## config.mk

```make
export PLATFORM = sky130hd
export DESIGN_NAME = psr_unit
export DESIGN_NICKNAME = d
export VERILOG_FILES = /design/src/rtl/psr_pkg.sv /design/src/rtl/psr_flags.sv /design/src/rtl/psr_stack_bank.sv /design/src/rtl/psr_plain_regs.sv /design/src/rtl/psr_unit.sv
export SDC_FILE = /design/constraint.sdc
export NUM_CORES = 1
export LEC_CHECK = 0
export ABC_CLOCK_PERIOD_IN_PS = 2450
export BUFFER_PORTS_ARGS = -buffer_cell sky130_fd_sc_hd__clkbuf_2
export CAP_MARGIN = 20
export CORE_MARGIN = 10
export CORE_UTILIZATION = 23
export DETAILED_ROUTE_END_ITERATION = 7
export GPL_TIMING_DRIVEN = 0
export RECOVER_POWER = 25
export SLEW_MARGIN = 20
export SYNTH_ARGS = -nofsm -noshare
export SYNTH_HDL_FRONTEND = slang
export SYNTH_SLANG_ARGS = --single-unit
```

## constraint.sdc

```tcl
create_clock -name clk -period 2.45 [get_ports clk]
set_input_delay 0.1225 -clock clk [delete_from_list [all_inputs] [get_ports clk]]
set_output_delay 0.1225 -clock clk [all_outputs]
set_load 0.05 [all_outputs]
```

## src/rtl/psr_pkg.sv

```systemverilog
package psr_pkg;
  localparam int DW     = 32;
  localparam int SEL_W  = 4;
  localparam int COND_W = 6;
  localparam int CTRL_W = 3;
  localparam int LVL_W  = 5;
  localparam int N_PLAIN = 4;
  localparam int S_BIT  = 5;

  typedef enum logic [SEL_W-1:0] {
    SEL_STATUS = 4'd0,
    SEL_COND   = 4'd1,
    SEL_CTRL   = 4'd2,
    SEL_LEVEL  = 4'd3,
    SEL_SYS_SP = 4'd4,
    SEL_USR_SP = 4'd5,
    SEL_PLAIN0 = 4'd6
  } psr_sel_e;
endpackage

```

## src/rtl/psr_flags.sv

```systemverilog
module psr_flags #(
  parameter int COND_W = 6,
  parameter int CTRL_W = 3,
  parameter int LVL_W  = 5,
  parameter int S_BIT  = 5
) (
  input  logic              clk,
  input  logic              rst_n,
  input  logic              cond_we,
  input  logic [COND_W-1:0] cond_wd,
  input  logic              ctrl_we,
  input  logic [CTRL_W-1:0] ctrl_wd,
  input  logic              lvl_we,
  input  logic [LVL_W-1:0]  lvl_wd,
  output logic [COND_W-1:0] cond_q,
  output logic [CTRL_W-1:0] ctrl_q,
  output logic [LVL_W-1:0]  lvl_q,
  output logic              swap_o
);
  localparam logic [LVL_W-1:0] HALF = LVL_W'(1) << (LVL_W-1);

  logic [LVL_W-1:0] lvl_next;

  // A high mask keeps its top bit: low values are lifted into the upper half.
  always_comb begin
    lvl_next = lvl_wd;
    if (lvl_q[LVL_W-1] && !lvl_wd[LVL_W-1]) lvl_next = lvl_wd | HALF;
  end

  assign swap_o = cond_we && (cond_wd[S_BIT] != cond_q[S_BIT]);

  always_ff @(posedge clk) begin
    if (!rst_n) begin
      cond_q <= '0;
      ctrl_q <= '0;
      lvl_q  <= '0;
    end else begin
      if (cond_we) cond_q <= cond_wd;
      if (ctrl_we) ctrl_q <= ctrl_wd;
      if (lvl_we)  lvl_q  <= lvl_next;
    end
  end

  p_level_floor_r4: assert property (@(posedge clk) disable iff (!rst_n)
    (lvl_we && lvl_q[LVL_W-1]) |=> lvl_q[LVL_W-1]);
  p_ctrl_load_r3: assert property (@(posedge clk) disable iff (!rst_n)
    ctrl_we |=> ctrl_q == $past(ctrl_wd));
  p_cond_hold_r2: assert property (@(posedge clk) disable iff (!rst_n)
    !cond_we |=> $stable(cond_q));
endmodule

```

## src/rtl/psr_stack_bank.sv

```systemverilog
module psr_stack_bank #(
  parameter int DW = 32
) (
  input  logic          clk,
  input  logic          rst_n,
  input  logic          s_cur,
  input  logic          swap,
  input  logic          sys_we,
  input  logic          usr_we,
  input  logic [DW-1:0] wd,
  input  logic          rf_we,
  input  logic [DW-1:0] rf_wd,
  output logic [DW-1:0] live_q,
  output logic [DW-1:0] sys_rd,
  output logic [DW-1:0] usr_rd
);
  logic [DW-1:0] ssp_q, usp_q;
  logic [DW-1:0] live_n, ssp_n, usp_n;

  always_comb begin
    live_n = live_q;
    ssp_n  = ssp_q;
    usp_n  = usp_q;
    if (swap) begin
      if (s_cur) begin
        usp_n  = live_q;
        live_n = ssp_q;
      end else begin
        ssp_n  = live_q;
        live_n = usp_q;
      end
    end else if (sys_we && !s_cur) live_n = wd;
    else if (usr_we && s_cur)      live_n = wd;
    else begin
      if (sys_we) ssp_n = wd;
      if (usr_we) usp_n = wd;
      if (rf_we)  live_n = rf_wd;
    end
  end

  always_ff @(posedge clk) begin
    if (!rst_n) begin
      live_q <= '0;
      ssp_q  <= '0;
      usp_q  <= '0;
    end else begin
      live_q <= live_n;
      ssp_q  <= ssp_n;
      usp_q  <= usp_n;
    end
  end

  assign sys_rd = s_cur ? ssp_q : live_q;
  assign usr_rd = s_cur ? live_q : usp_q;

  p_swap_down_r6: assert property (@(posedge clk) disable iff (!rst_n)
    (swap && s_cur) |=> (live_q == $past(ssp_q)) && (usp_q == $past(live_q)));
  p_swap_up_r6: assert property (@(posedge clk) disable iff (!rst_n)
    (swap && !s_cur) |=> (live_q == $past(usp_q)) && (ssp_q == $past(live_q)));
  p_rf_load_r9: assert property (@(posedge clk) disable iff (!rst_n)
    (rf_we && !swap && !sys_we && !usr_we) |=> live_q == $past(rf_wd));
endmodule

```

## src/rtl/psr_plain_regs.sv

```systemverilog
module psr_plain_regs #(
  parameter int DW = 32,
  parameter int N  = 4
) (
  input  logic            clk,
  input  logic            rst_n,
  input  logic [N-1:0]    we,
  input  logic [DW-1:0]   wd,
  output logic [N*DW-1:0] rd
);
  for (genvar i = 0; i < N; i++) begin : g_reg
    logic [DW-1:0] q;
    always_ff @(posedge clk) begin
      if (!rst_n)     q <= '0;
      else if (we[i]) q <= wd;
    end
    assign rd[i*DW +: DW] = q;

    p_plain_load_r8: assert property (@(posedge clk) disable iff (!rst_n)
      we[i] |=> q == $past(wd));
  end
endmodule

```

## src/rtl/psr_unit.sv

```systemverilog
module psr_unit
  import psr_pkg::*;
(
  input  logic             clk,
  input  logic             rst_n,
  input  logic             acc_en,
  input  logic             acc_we,
  input  logic [SEL_W-1:0] acc_sel,
  input  logic [DW-1:0]    acc_wdata,
  output logic [DW-1:0]    acc_rdata,
  output logic [DW-1:0]    sp_live,
  input  logic             sp_rf_we,
  input  logic [DW-1:0]    sp_rf_wdata
);
  localparam int CTRL_LSB = 8;
  localparam int LVL_LSB  = 16;

  logic wr, w_status;
  logic [COND_W-1:0] cond_q;
  logic [CTRL_W-1:0] ctrl_q;
  logic [LVL_W-1:0]  lvl_q;
  logic swap;
  logic [DW-1:0] sys_rd, usr_rd;
  logic [N_PLAIN-1:0] plain_we;
  logic [N_PLAIN*DW-1:0] plain_rd;

  assign wr       = acc_en && acc_we;
  assign w_status = wr && (acc_sel == SEL_STATUS);

  psr_flags #(.COND_W(COND_W), .CTRL_W(CTRL_W), .LVL_W(LVL_W), .S_BIT(S_BIT)) u_flags (
    .clk(clk), .rst_n(rst_n),
    .cond_we(w_status || (wr && acc_sel == SEL_COND)),
    .cond_wd(acc_wdata[COND_W-1:0]),
    .ctrl_we(w_status || (wr && acc_sel == SEL_CTRL)),
    .ctrl_wd(w_status ? acc_wdata[CTRL_LSB +: CTRL_W] : acc_wdata[CTRL_W-1:0]),
    .lvl_we(w_status || (wr && acc_sel == SEL_LEVEL)),
    .lvl_wd(w_status ? acc_wdata[LVL_LSB +: LVL_W] : acc_wdata[LVL_W-1:0]),
    .cond_q(cond_q), .ctrl_q(ctrl_q), .lvl_q(lvl_q), .swap_o(swap)
  );

  psr_stack_bank #(.DW(DW)) u_bank (
    .clk(clk), .rst_n(rst_n), .s_cur(cond_q[S_BIT]), .swap(swap),
    .sys_we(wr && acc_sel == SEL_SYS_SP), .usr_we(wr && acc_sel == SEL_USR_SP),
    .wd(acc_wdata), .rf_we(sp_rf_we), .rf_wd(sp_rf_wdata),
    .live_q(sp_live), .sys_rd(sys_rd), .usr_rd(usr_rd)
  );

  for (genvar i = 0; i < N_PLAIN; i++) begin : g_pwe
    assign plain_we[i] = wr && (acc_sel == SEL_W'(int'(SEL_PLAIN0) + i));
  end

  psr_plain_regs #(.DW(DW), .N(N_PLAIN)) u_plain (
    .clk(clk), .rst_n(rst_n), .we(plain_we), .wd(acc_wdata), .rd(plain_rd)
  );

  always_comb begin
    acc_rdata = '0;
    case (acc_sel)
      SEL_STATUS: begin
        acc_rdata[COND_W-1:0]          = cond_q;
        acc_rdata[CTRL_LSB +: CTRL_W]  = ctrl_q;
        acc_rdata[LVL_LSB +: LVL_W]    = lvl_q;
      end
      SEL_COND:   acc_rdata[COND_W-1:0] = cond_q;
      SEL_CTRL:   acc_rdata[CTRL_W-1:0] = ctrl_q;
      SEL_LEVEL:  acc_rdata[LVL_W-1:0]  = lvl_q;
      SEL_SYS_SP: acc_rdata = sys_rd;
      SEL_USR_SP: acc_rdata = usr_rd;
      default: begin
        for (int i = 0; i < N_PLAIN; i++)
          if (acc_sel == SEL_W'(int'(SEL_PLAIN0) + i)) acc_rdata = plain_rd[i*DW +: DW];
      end
    endcase
  end

  p_status_gap_r5: assert property (@(posedge clk) disable iff (!rst_n)
    (acc_sel == SEL_STATUS) |-> (acc_rdata[DW-1:LVL_LSB+LVL_W] == '0));
  p_reserved_quiet_r10: assert property (@(posedge clk) disable iff (!rst_n)
    (wr && acc_sel >= SEL_W'(int'(SEL_PLAIN0) + N_PLAIN) && !sp_rf_we) |=> $stable(sp_live));
endmodule

```

==> summary.md, run 1 <==
| Metric | Value |
|---|---|
| Run status | finished, violations left |
| Failing checks | negative setup slack |
| Crit path required time | 2330 ps |
| TritonCTS clock tree | done |
| Number of nets in the finished design | 1907 |
| Vias per std cell | 5.59 |
| Final setup violation count | 20 |
| Clk slew on worst S/H paths | 60 ps |
| Max Slew Vio Count | 0 |
| Synth warn | 0 |
| Post-route insts no fill | 2554 |
| Count of standard-cell rows | 85 |
| Number of detailed-routing iterations run before antenna repair | 5 |
| Hold Crit Depth | 5 |
| Average cell area after synthesis | 7.72 um2 |
| Final worst clock skew | 11.9 ps |
| Placeable core region | 53900 um2 |
| Vias | 14.3k |
| Post-route ant nets | 0 |
| Die width | 254 um |
| Biggest fanout along the worst timing path | 7 |
| Number of enable-type register cells in the synthesized netlist | 0 |
| Setup total negative slack | -1460 ps |
| Synthesis-to-layout area growth | 35.3% |
| Power Density | 571 nW/um2 |
| Post-Route WL | 62400 um |
| DRC violation count after routing | 0 |
| Maximum number of pins on one net before global-route repair | 16 |
| Data arrival, critical path | 2500 ps |
| # Max-Cap Violations | 0 |
| CTS H-tree lvls | 1 |
| Static Leak | 5.52 nW |
| Time the final worst path needs with I/O delays and setup | 2630 ps |
| Starting DRC count in detailed routing | 1596 |
| Number of top-level pins | 137 |
| Part of the Yosys area used for sequential elements | 0.380 |
| Placement-stage cell area | 14100 um2 |
| HP Class | input port to register |
| XOR/XNOR Fraction of Synth Area | 0.00140 |
| Synth async-reset ratio | 0 |
| Kind of launch point of the worst setup path | register |
| Syn_nets | 1699 |
| Clock insertion delay at the later pin of the skew report | 580 ps |
| Adder-cell share of the synthesized area | 0 |
| Simple-Gate Fraction of Synth Area | 0.158 |
| Share of final-layout standard cells stronger than drive strength 1 | 0.192 |
| Starting Density | 0.233 |
| Count of clock tree sinks | 238 |
| Placement-stage worst setup slack | -1020 ps |
| Worst R2R Start | u_flags.cond_q[5] |
| Hold path startpoint | sp_rf_wdata[11] |
| Capturing element type of the critical path | output port |
| Count of different cell masters after synthesis | 54 |
| Detailed placement HPWL | 45800 um |
| Worst-case clock buffer depth | 3 |
| Headroom to the max-slew limit | 0.390 |
| Initial antenna violation count | 5 |
| Highest Clock Rate | 381 MHz |
| Number of buffer cells added on primary ports | 129 |
| Worst setup slack for register-to-register paths | 100 ps |
| Share of the synthesized area in compound gates (AO/OA/AOI/OAI) | 0.313 |
| Portion of netlist area occupied by mux cells | 0.0893 |
| Crit share post-route | 1.07 |
| Crit Path Category | register to output port |
| Cell depth of the worst flop-to-flop path | 8 |
| Maximum vdd drop | 0.559 mV |
| Die height | 254 um |
| Final design utilization | 0.315 |
| Unrepaired setup endpoints after global routing | yes |
| Power, Total | 9.69 mW |
| Combinational family with the most area after synthesis | compound AO/OA/AOI/OAI gates |
| Setup slack after layout | -175 ps |
| Worst Hold Endpoint | u_bank.live_q[11] |
| Number of synthesized register bits | 238 |
| Cell area after synthesis | 12600 um2 |
| Most instantiated flip-flop cell in the synthesis netlist | sky130_fd_sc_hd__dfxtp_1 |
| Post-Synthesis Cells | 1626 |
| Global-route usage over all layers | 0.185 |
| WL per Instance | 24.4 um |
| Worst-margin pin slew | 906 ps |
| Cell area after layout | 17000 um2 |
| Worst R2R End | u_bank.live_q[14] |
| Number of fill cells in the layout | 5625 |
| Die Footprint | 64300 um2 |
| Number of failing hold endpoints at the final stage | 0 |
| Placed instance count | 2451 |
| Wire length of the first global-routing pass | 90800 um |
| Vias in the first global route | 13.8k |
| Post-Route Hold Slack | 6.68 ps |
| Total global routing overflow | 0 |
| Root cell of the clock tree | sky130_fd_sc_hd__clkbuf_16 |
| Final estimated routing congestion in global placement | 1.01 |
| Number of buffers created by CTS | 29 |
[synthesized netlist by cell type (all sizes together), types with 6 or more instances]
master,number,share of area
nand2,293,0.088
dfxtp,238,0.38
a21oi,223,0.089
o21ai,146,0.058
clkbuf,145,0.043
mux2i,76,0.061
nor2,68,0.020
o22ai,50,0.025
a211o,41,0.029
a221oi,40,0.028
o31ai,34,0.021
nand4,33,0.016
mux2,32,0.029
o2bb2ai,32,0.022
a22oi,31,0.019
buf,31,0.014
nand3,30,0.012
a211oi,13,0.0078
nor3,10,0.0044
nand2b,8,0.0040
a31oi,7,0.0035
or2,6,0.0030
[routing by layer]
metal	vias up	global-route usage	share of wire
met1	6952	0.228	0.40
li1	6380	-	-
met5	-	0	0.00026
met4	4	0.0732	0.044
met3	172	0.0556	0.10
met2	778	0.295	0.45
[final cells by class]
type | count | area (um2) | area share
clock inverter | 7 | 50.0 | 0.00295
inverter | 4 | 15.0 | 0.000884
buffer | 172 | 906 | 0.0533
antenna | 3 | 7.51 | 0.000442
clock buffer | 45 | 816 | 0.0480
tap | 696 | 871 | 0.0513
multi-input combinational | 1208 | 8070 | 0.475
sequential | 238 | 4770 | 0.281
timing repair buffer | 181 | 1480 | 0.0874
[critical path: stages (launching register included)]
cell                        delay [ps]
sky130_fd_sc_hd__dfxtp_2           330
sky130_fd_sc_hd__buf_6             120
sky130_fd_sc_hd__clkbuf_16         190
sky130_fd_sc_hd__buf_12            150
sky130_fd_sc_hd__mux2_4            330
sky130_fd_sc_hd__a221oi_4          480
sky130_fd_sc_hd__a21oi_2           110
sky130_fd_sc_hd__buf_8             200
[kinds of logic (layout without fill, tap and decap cells)]
group,Yosys count,count (layout)
DFF,238,238
other,0,3
buffers and inverters,180,409
xor gates and xnor gates,2,2
AOI/OAI and AO/OA,632,632
and+or+nand+nor,466,466
muxes,108,108
[placed cells by master, fill, tap and decap left out, types with 13 or more instances in the layout]
cell / n
sky130_fd_sc_hd__mux2i_1: 50
sky130_fd_sc_hd__o31ai_1: 33
sky130_fd_sc_hd__a211o_1: 41
sky130_fd_sc_hd__nor2_1: 63
sky130_fd_sc_hd__buf_8: 26
sky130_fd_sc_hd__nand3_1: 30
sky130_fd_sc_hd__nand4_1: 33
sky130_fd_sc_hd__a221oi_1: 25
sky130_fd_sc_hd__dlygate4sd3_1: 26
sky130_fd_sc_hd__buf_4: 18
sky130_fd_sc_hd__mux2i_4: 22
sky130_fd_sc_hd__clkbuf_2: 81
sky130_fd_sc_hd__o2bb2ai_1: 32
sky130_fd_sc_hd__o21ai_0: 144
sky130_fd_sc_hd__clkbuf_16: 30
sky130_fd_sc_hd__mux2_4: 20
sky130_fd_sc_hd__o22ai_1: 37
sky130_fd_sc_hd__nand2_1: 293
sky130_fd_sc_hd__clkbuf_1: 161
sky130_fd_sc_hd__a21oi_2: 19
sky130_fd_sc_hd__buf_2: 13
sky130_fd_sc_hd__dfxtp_1: 237
sky130_fd_sc_hd__a22oi_1: 31
sky130_fd_sc_hd__a21oi_1: 200
[power by group]
| part | internal, mW | switching (mW) |
|---|---|---|
| combinational | 0.503 | 1.09 |
| sequential | 3.94 | 0.0928 |
| clock | 2.28 | 1.78 |
[sequential cells by signal, indices dropped and copies added (netlist names)]
signal / count
u_plain.g.q: 128
u_bank.live_q: 32
u_bank.ssp_q: 32
u_bank.usp_q: 32
u_flags.cond_q: 6
u_flags.lvl_q: 5
u_flags.ctrl_q: 3
[repair_timing]
item                                    CTS  global route
endpoints found under the setup margin   62            90
gates cloned                              5             0
gates resized for setup                 261           108
pin swaps                                20            21
hold buffers                             26             0
endpoints found under the hold margin   108             0
setup buffers                             7            17
[worst max-delay path by stage]
stage	startpoint	to	slack, ps
floorplan	acc_sel[1]	acc_rdata[1]	70
global placement	acc_sel[0]	acc_rdata[20]	-1040
detailed placement	acc_sel[0]	acc_rdata[20]	-1020
CTS	u_flags.cond_q[5]	acc_rdata[11]	-120
global route	u_flags.cond_q[5]	acc_rdata[11]	-180
finish	u_flags.cond_q[5]	acc_rdata[11]	-180
Power figures use the tool's default switching activity.
==> run 2, diff against run 1 <==
REMOVE_ABC_BUFFERS = 1   (was default)
SYNTH_HIERARCHICAL = 1   (was default)
==> run 2 against run 1 <==
The run still ends with negative setup slack left. Synthesized cell count down 3.3%. Setup slack better by 120 ps. Register-to-register slack worse by 90 ps. Via count down 10%. Worst hold slack better by 40 ps. Die area up 6.2%. First-iteration DRC count down 34%. Sequential share of layout area down 1.3 points. Global-route usage down 3.3 points. Flip-flop and latch count unchanged. Final cell count down 0.31%. Largest cell class unchanged.
==> summary.md, run 2 <==
| Metric | Value |
|---|---|
| Maximum number of pins on one net before global-route repair | 146 |
| Max Slew Vio Count | 0 |
| Cell area after synthesis | 13400 um2 |
| Final worst clock skew | 18.7 ps |
| Crit Path Category | register to output port |
| Synth top area cells | sky130_fd_sc_hd__dfxtp_1, sky130_fd_sc_hd__mux2i_1, sky130_fd_sc_hd__nor2b_1 |
| Combinational family with the most area after synthesis | compound AO/OA/AOI/OAI gates |
| Post-route ant nets | 0 |
| Worst setup slack for register-to-register paths | 10 ps |
| Failing checks | negative setup slack |
| Number of nets in the finished design | 1828 |
| Post-Synthesis Cells | 1573 |
| XOR/XNOR Fraction of Synth Area | 0.000653 |
| Synthesis-to-layout area growth | 32.9% |
| Capturing element type of the critical path | output port |
| Share of the synthesized area in the top cell type | 0.355 |
| Most frequent cells after synthesis | sky130_fd_sc_hd__dfxtp_1, sky130_fd_sc_hd__nand2_1, sky130_fd_sc_hd__mux2i_1, sky130_fd_sc_hd__nor2b_1, sky130_fd_sc_hd__a21oi_1 |
| Placeable core region | 57700 um2 |
| Number of synthesized register bits | 238 |
| Worst-margin pin slew | 963 ps |
| Cell Int Power | 7.07 mW |
| Count of different cell masters after synthesis | 53 |
| Final estimated routing congestion in global placement | 0.748 |
| Max incr delay on CP | 380 ps |
| Post-Route Hold Slack | 46.9 ps |
| Number of buffers created by CTS | 30 |
| Switching part of the total power | 0.286 |
| Vias | 12.8k |
| Maximum vdd drop | 0.412 mV |
| Run status | finished, violations left |
| Die Footprint | 68300 um2 |
| Clock insertion delay at the later pin of the skew report | 580 ps |
| Setup slack after layout | -52.0 ps |
| Share of power burned in combinational logic | 0.153 |
| Static Leak | 6.48 nW |
| Setup total negative slack | -348 ps |
| Portion of netlist area occupied by mux cells | 0.154 |
| Critical-path top delay cell | sky130_fd_sc_hd__dfxtp_4 |
| Cells traversed along the worst timing path | buf_12 -> buf_16 -> nand2_4 -> o21a_1 -> inv_1 -> mux2_4 -> a221oi_2 -> a21oi_2 -> buf_8 |
| Detailed placement HPWL | 31400 um |
| Unrepaired setup endpoints after global routing | yes |
| Worst-case clock buffer depth | 3 |
| Post-Route WL | 55400 um |
| Switch Pwr | 2.84 mW |
| Clk slew on worst S/H paths | 60 ps |
| Sequential share of power | 0.402 |
| Die height | 261 um |
| Vias in the first global route | 12.7k |
| Part of the Yosys area used for sequential elements | 0.355 |
| # Max-Cap Violations | 0 |
| Die width | 261 um |
| Launching element of the worst setup path | u_flags/cond_q[5] |
| Number of fill cells in the layout | 5963 |
| Number of enable-type register cells in the synthesized netlist | 0 |
| Wire length of the first global-routing pass | 79300 um |
| Crit path required time | 2330 ps |
| Cell depth of the worst flop-to-flop path | 10 |
| WL per Instance | 21.7 um |
| Endpoint of the worst setup timing path | acc_rdata[20] |
| Highest Clock Rate | 400 MHz |
| Data arrival, critical path | 2380 ps |
| Power Density | 556 nW/um2 |
| Share of final-layout standard cells stronger than drive strength 1 | 0.200 |
| Total global routing overflow | 0 |
| Simple-Gate Fraction of Synth Area | 0.184 |
| Number of top-level pins | 137 |
| Headroom to the max-slew limit | 0.358 |
| Worst R2R End | u_bank/usp_q[7] |
| Root cell of the clock tree | sky130_fd_sc_hd__clkbuf_16 |
| Most frequent cell after synthesis | sky130_fd_sc_hd__dfxtp_1 |
| Number of detailed-routing iterations run before antenna repair | 5 |
| Initial antenna violation count | 6 |
| Final setup violation count | 13 |
| Adder-cell share of the synthesized area | 0 |
| HP Class | input port to register |
| Kind of launch point of the worst setup path | register |
| Number of flip-flops under the largest register name | 128 |
| Register with the highest flop count | u_plain/g.q |
| Biggest fanout along the worst timing path | 7 |
| Number of buffer cells added on primary ports | 136 |
| Starting Density | 0.232 |
| Most instantiated flip-flop cell in the synthesis netlist | sky130_fd_sc_hd__dfxtp_1 |
| Time the final worst path needs with I/O delays and setup | 2500 ps |
| Number of failing hold endpoints at the final stage | 0 |
| Starting DRC count in detailed routing | 1057 |
| Top cell type by total area after synthesis | sky130_fd_sc_hd__dfxtp_1 |
| Most common library cell in the layout ignoring fill and taps | sky130_fd_sc_hd__dfxtp_1 |
| Crit share post-route | 1.02 |
| Worst R2R Start | u_flags/cond_q[5] |
| Most frequent cells in the layout | sky130_fd_sc_hd__dfxtp_1, sky130_fd_sc_hd__mux2i_1, sky130_fd_sc_hd__nand2_1, sky130_fd_sc_hd__nor2b_1, sky130_fd_sc_hd__a21oi_1 |
| Vias per std cell | 5.02 |
| Average cell area after synthesis | 8.52 um2 |
| CTS H-tree lvls | 1 |
| TritonCTS clock tree | done |
| Global-route usage over all layers | 0.152 |
| Count of clock tree sinks | 238 |
| Clock power frac | 0.445 |
| DRC violation count after routing | 0 |
| Power, Total | 9.90 mW |
| Synth async-reset ratio | 0 |
| Synth warn | 6 |
| Share of the synthesized area in compound gates (AO/OA/AOI/OAI) | 0.216 |
| Count of standard-cell rows | 88 |
[run 2: cell count changes after synthesis, sizes merged, moves of 34 or more]
cell	previous run	this run
a21oi	223	168
buf	31	86
clkbuf	145	50
inv	3	68
mux2i	76	189
nand2	293	198
nor2b	3	170
o21ai	146	43
o31ai	34	0
[run 2: cells by family (layout without fill, tap and decap cells)]
family / Yosys count / count (layout)
AO/OA/AOI/OAI: 443 / 444
XOR/XNOR: 1 / 1
buffers and inverters: 204 / 405
flip-flops: 238 / 238
multiplexers: 204 / 204
other: 0 / 2
AND/OR/NAND/NOR: 483 / 487
[run 2: worst min-delay path by stage]
stage / slack (ps) / from / cells after the start / end
6_report: 50 / acc_wdata[5] / 2 / u_bank/live_q[5]
3_3_place_gp: 440 / u_bank/usp_q[11] / 2 / u_bank/usp_q[11]
5_1_grt: 50 / acc_wdata[5] / 2 / u_bank/live_q[5]
3_5_place_dp: 450 / u_bank/usp_q[21] / 2 / u_bank/usp_q[21]
4_1_cts: 10 / acc_wdata[5] / 2 / u_bank/live_q[5]
2_1_floorplan: 250 / rst_n / 1 / u_flags/lvl_q[4]
[run 2: metal layers]
layer | GRT usage | up-vias | share of wire
li1 | - | 5886 | -
met1 | 0.190 | 6189 | 0.41
met2 | 0.256 | 583 | 0.47
met3 | 0.0294 | 124 | 0.078
met4 | 0.0549 | 6 | 0.035
met5 | 0 | - | 0.00087
[run 2: worst max-delay path, delay by kind of cell (launching register included)]
| kind | cells | cell delay [ps] |
|---|---|---|
| multiplexers | 1 | 260 |
| flip-flops | 1 | 380 |
| AND/OR/NAND/NOR | 1 | 50 |
| AO/OA/AOI/OAI | 3 | 540 |
| buffers and inverters | 4 | 560 |
[run 2: cell type report]
class                   instances  area (um2)  share of cell area
clock inverters                17         155             0.00871
diodes                          2        5.00            0.000281
well taps                     765         957              0.0537
repair buffers                281        2920               0.164
clock buffers                  39         815              0.0457
flip-flops and latches        238        4770               0.268
multi-input cells            1136        7930               0.445
inverters                      68         260              0.0146
[run 2: power groups by stage]
stage                     clock network, mW  registers [mW]  logic (mW)
after floorplan                           0            4.17       0.570
after global placement                    0            4.07        1.18
after detailed placement                  0            4.07        1.21
after CTS                              4.50            3.98        1.46
after global routing                   4.65            3.99        1.60
final                                  4.41            3.99        1.51
[run 2: per-stage QoR]
step	setup slack [ps]	cell area (um2)	utilization	instances
3_3_place_gp	-6560	14100	0.244	2338
2_1_floorplan	-2590	12500	-	1437
4_1_cts	-78.3	17300	0.300	2520
6_report	-52.0	17800	0.309	2546
3_5_place_dp	-2090	14700	0.254	2366
5_1_grt	-181	17800	0.309	2545
[run 2: timing repair]
item	in CTS	in global routing
cloned	12	4
endpoints found under the hold margin	213	0
buffers inserted	23	20
endpoints found under the setup margin	183	114
pin swaps	18	15
gates resized for setup	113	73
hold buffers	63	0
==> run 3, diff against run 2 <==
ABC_AREA = 1   (was default)
TNS_END_PERCENT = 20   (was default)
==> run 3 against run 2 <==
The flow now finishes without violations. Critical path type unchanged. Final cell count rose by 32%. Clock power fell by 4%. Combinational power fell by 16%. Synthesized area up 5.3%. Non-clock buffer count shrank 40. Wire length down 2.8%. Critical path depth decreased by 1. Utilization is 2.2 points lower. Final area is 2.4% lower.
==> summary.md, run 3 <==
| Metric | Value |
|---|---|
| Run status | complete, no violations |
| Count of standard-cell rows | 90 |
| WL per Instance | 16.0 um |
| Root cell of the clock tree | sky130_fd_sc_hd__clkbuf_16 |
| Clock insertion delay at the later pin of the skew report | 550 ps |
| CTS H-tree lvls | 1 |
| Register with the highest flop count | u_plain/g.q |
| Most instantiated flip-flop cell in the synthesis netlist | sky130_fd_sc_hd__dfxtp_1 |
| Post-route ant nets | 0 |
| Maximum number of pins on one net before global-route repair | 82 |
| Cell area after synthesis | 14100 um2 |
| Number of nets in the finished design | 2630 |
| Count of different cell masters after synthesis | 25 |
| Crit path required time | 2330 ps |
| # Max-Cap Violations | 0 |
| Cell seen most often among critical-path stages | sky130_fd_sc_hd__nand3_1 |
| TritonCTS clock tree | done |
| Max Slew Vio Count | 0 |
| Data arrival, critical path | 2320 ps |
| Post-Route Hold Slack | 7.49 ps |
| Setup total negative slack | 0 ps |
| Highest Clock Rate | 409 MHz |
| Post-Synthesis Cells | 2434 |
| DRC violation count after routing | 0 |
| Most common library cell in the layout ignoring fill and taps | sky130_fd_sc_hd__nand2_1 |
| Cell area after layout | 17400 um2 |
| Vias in the first global route | 13.7k |
| Final setup violation count | 0 |
| Synthesis-to-layout area growth | 23.2% |
| Max incr delay on CP | 420 ps |
| Clk slew on worst S/H paths | 70 ps |
| Count of clock tree sinks | 238 |
| Vias | 15.2k |
| Worst-case clock buffer depth | 3 |
| Die width | 268 um |
| Most frequent cell after synthesis | sky130_fd_sc_hd__nand2_1 |
| Die height | 268 um |
| Number of synthesized register bits | 238 |
| Setup slack after layout | 4.34 ps |
| Die Footprint | 71600 um2 |
| Wire length of the first global-routing pass | 80800 um |
| Number of flip-flops under the largest register name | 128 |
| Static Leak | 8.52 nW |
| Unrepaired setup endpoints after global routing | yes |
| Synth top area cells | sky130_fd_sc_hd__dfxtp_1, sky130_fd_sc_hd__nand2_1, sky130_fd_sc_hd__nand3_1 |
| Hold Crit Depth | 7 |
| Post-Route WL | 53800 um |
| Number of top-level pins | 137 |
| Final estimated routing congestion in global placement | 0.802 |
| Number of failing hold endpoints at the final stage | 0 |
| Number of buffers created by CTS | 27 |
| Number of detailed-routing iterations run before antenna repair | 5 |
| Starting Density | 0.233 |
| Number of buffer cells added on primary ports | 136 |
| Cell depth of the worst flop-to-flop path | 11 |
| Most frequent cells after synthesis | sky130_fd_sc_hd__nand2_1, sky130_fd_sc_hd__nor2_1, sky130_fd_sc_hd__nand3_1, sky130_fd_sc_hd__inv_1, sky130_fd_sc_hd__dfxtp_1 |
| Vias per std cell | 4.52 |
| Final worst clock skew | 8.93 ps |
| Synth warn | 6 |
| Top cell type by total area after synthesis | sky130_fd_sc_hd__dfxtp_1 |
| Worst-margin pin slew | 1330 ps |
| Share of final-layout standard cells stronger than drive strength 1 | 0.0963 |
| Average cell area after synthesis | 5.80 um2 |
| Number of enable-type register cells in the synthesized netlist | 0 |
| Biggest fanout along the worst timing path | 34 |
| Detailed placement HPWL | 34200 um |
| Synth async-reset ratio | 0 |
| Critical-path top delay cell | sky130_fd_sc_hd__dfxtp_4 |
| Power Density | 548 nW/um2 |
| Crit share post-route | 0.998 |
| Placeable core region | 60600 um2 |
| Time the final worst path needs with I/O delays and setup | 2450 ps |
| Global-route usage over all layers | 0.143 |
| Total global routing overflow | 0 |
| Placement-stage cell area | 15700 um2 |
| Placement-stage worst setup slack | -1630 ps |
| Crit Path Category | register to output port |
| Part of the Yosys area used for sequential elements | 0.338 |
| Share of the synthesized area in the top cell type | 0.338 |
| Initial antenna violation count | 4 |
| Maximum vdd drop | 0.491 mV |
| Starting DRC count in detailed routing | 1616 |
| HP Class | input port to register |
| Cells traversed along the worst timing path | buf_16 -> inv_8 -> o21ai_0 -> nand3_1 -> nand3_1 -> nor2_1 -> nand2_1 -> clkbuf_4 |
| Most frequent cells in the layout | sky130_fd_sc_hd__nand2_1, sky130_fd_sc_hd__nor2_1, sky130_fd_sc_hd__nand3_1, sky130_fd_sc_hd__inv_1, sky130_fd_sc_hd__dfxtp_1 |
| Capturing element type of the critical path | output port |
| Headroom to the max-slew limit | 0.107 |
| Kind of launch point of the worst setup path | register |
==> run 3: worst paths after layout <==
path	startpoint	endpoint	slack, ps
hold / removal	sp_rf_wdata[8]	u_bank/live_q[8]	7
hold reg to reg	u_plain/g_reg[2].q[6]	u_plain/g_reg[2].q[6]	470
setup reg to reg	u_flags/cond_q[5]	u_bank/ssp_q[2]	180
setup / recovery	u_flags/cond_q[5]	acc_rdata[3]	4
==> run 3: critical path, delay by kind of cell, from the launching register on <==
kind | cells | cell delay [ps]
compound gates | 1 | 320
buf+inv | 3 | 580
flops | 1 | 420
simple gates | 4 | 420
==> run 3: cells by family (layout without fill, tap and decap cells) <==
family | after synthesis | in the layout | share of synthesized area
buffers and inverters | 442 | 578 | 0.143
AND/OR/NAND/NOR | 1685 | 1690 | 0.494
other | 0 | 3 | 0
AO/OA/AOI/OAI | 69 | 69 | 0.0251
flip-flops | 238 | 238 | 0.338
==> run 3: report_power, final <==
group	total, mW	switching, mW	internal, mW
Sequential	4.00	0.0566	3.95
Clock	4.24	1.76	2.49
Combinational	1.27	0.889	0.386
==> run 3: what timing repair did <==
| action | in CTS | in global routing |
|---|---|---|
| pin swaps | 6 | 1 |
| hold endpoints to repair | 113 | 0 |
| gates cloned | 7 | 1 |
| endpoints found under the setup margin | 140 | 70 |
| gates resized for setup | 30 | 33 |
| buffers inserted | 11 | 4 |
| hold buffers | 48 | 0 |
==> run 3: layer usage <==
layer  wire length, um  global-route usage
met4              1140              0.0357
met1             24100               0.196
met3              5020              0.0301
met5                13                   0
met2             23500               0.226
==> run 3: cell type report <==
type	instances	area, um2
well taps	782	978
multi-input cells	1759	7500
flip-flops and latches	238	4770
repair buffers	241	2110
clock inverters	9	124
repair inverters	1	11.3
diodes	3	7.51
fillers	6829	43200
clock buffers	38	767
inverters	289	1120
==> run 3: per-stage QoR <==
| stage | instances | total power, mW | utilization |
|---|---|---|---|
| after detailed placement | 3239 | 5.24 | 0.259 |
| after global routing | 3358 | 9.86 | 0.287 |
| final | 3360 | 9.52 | 0.287 |
| after global placement | 3199 | 5.22 | 0.245 |
| after floorplan | 2281 | 4.76 | - |
| after CTS | 3352 | 9.60 | 0.286 |
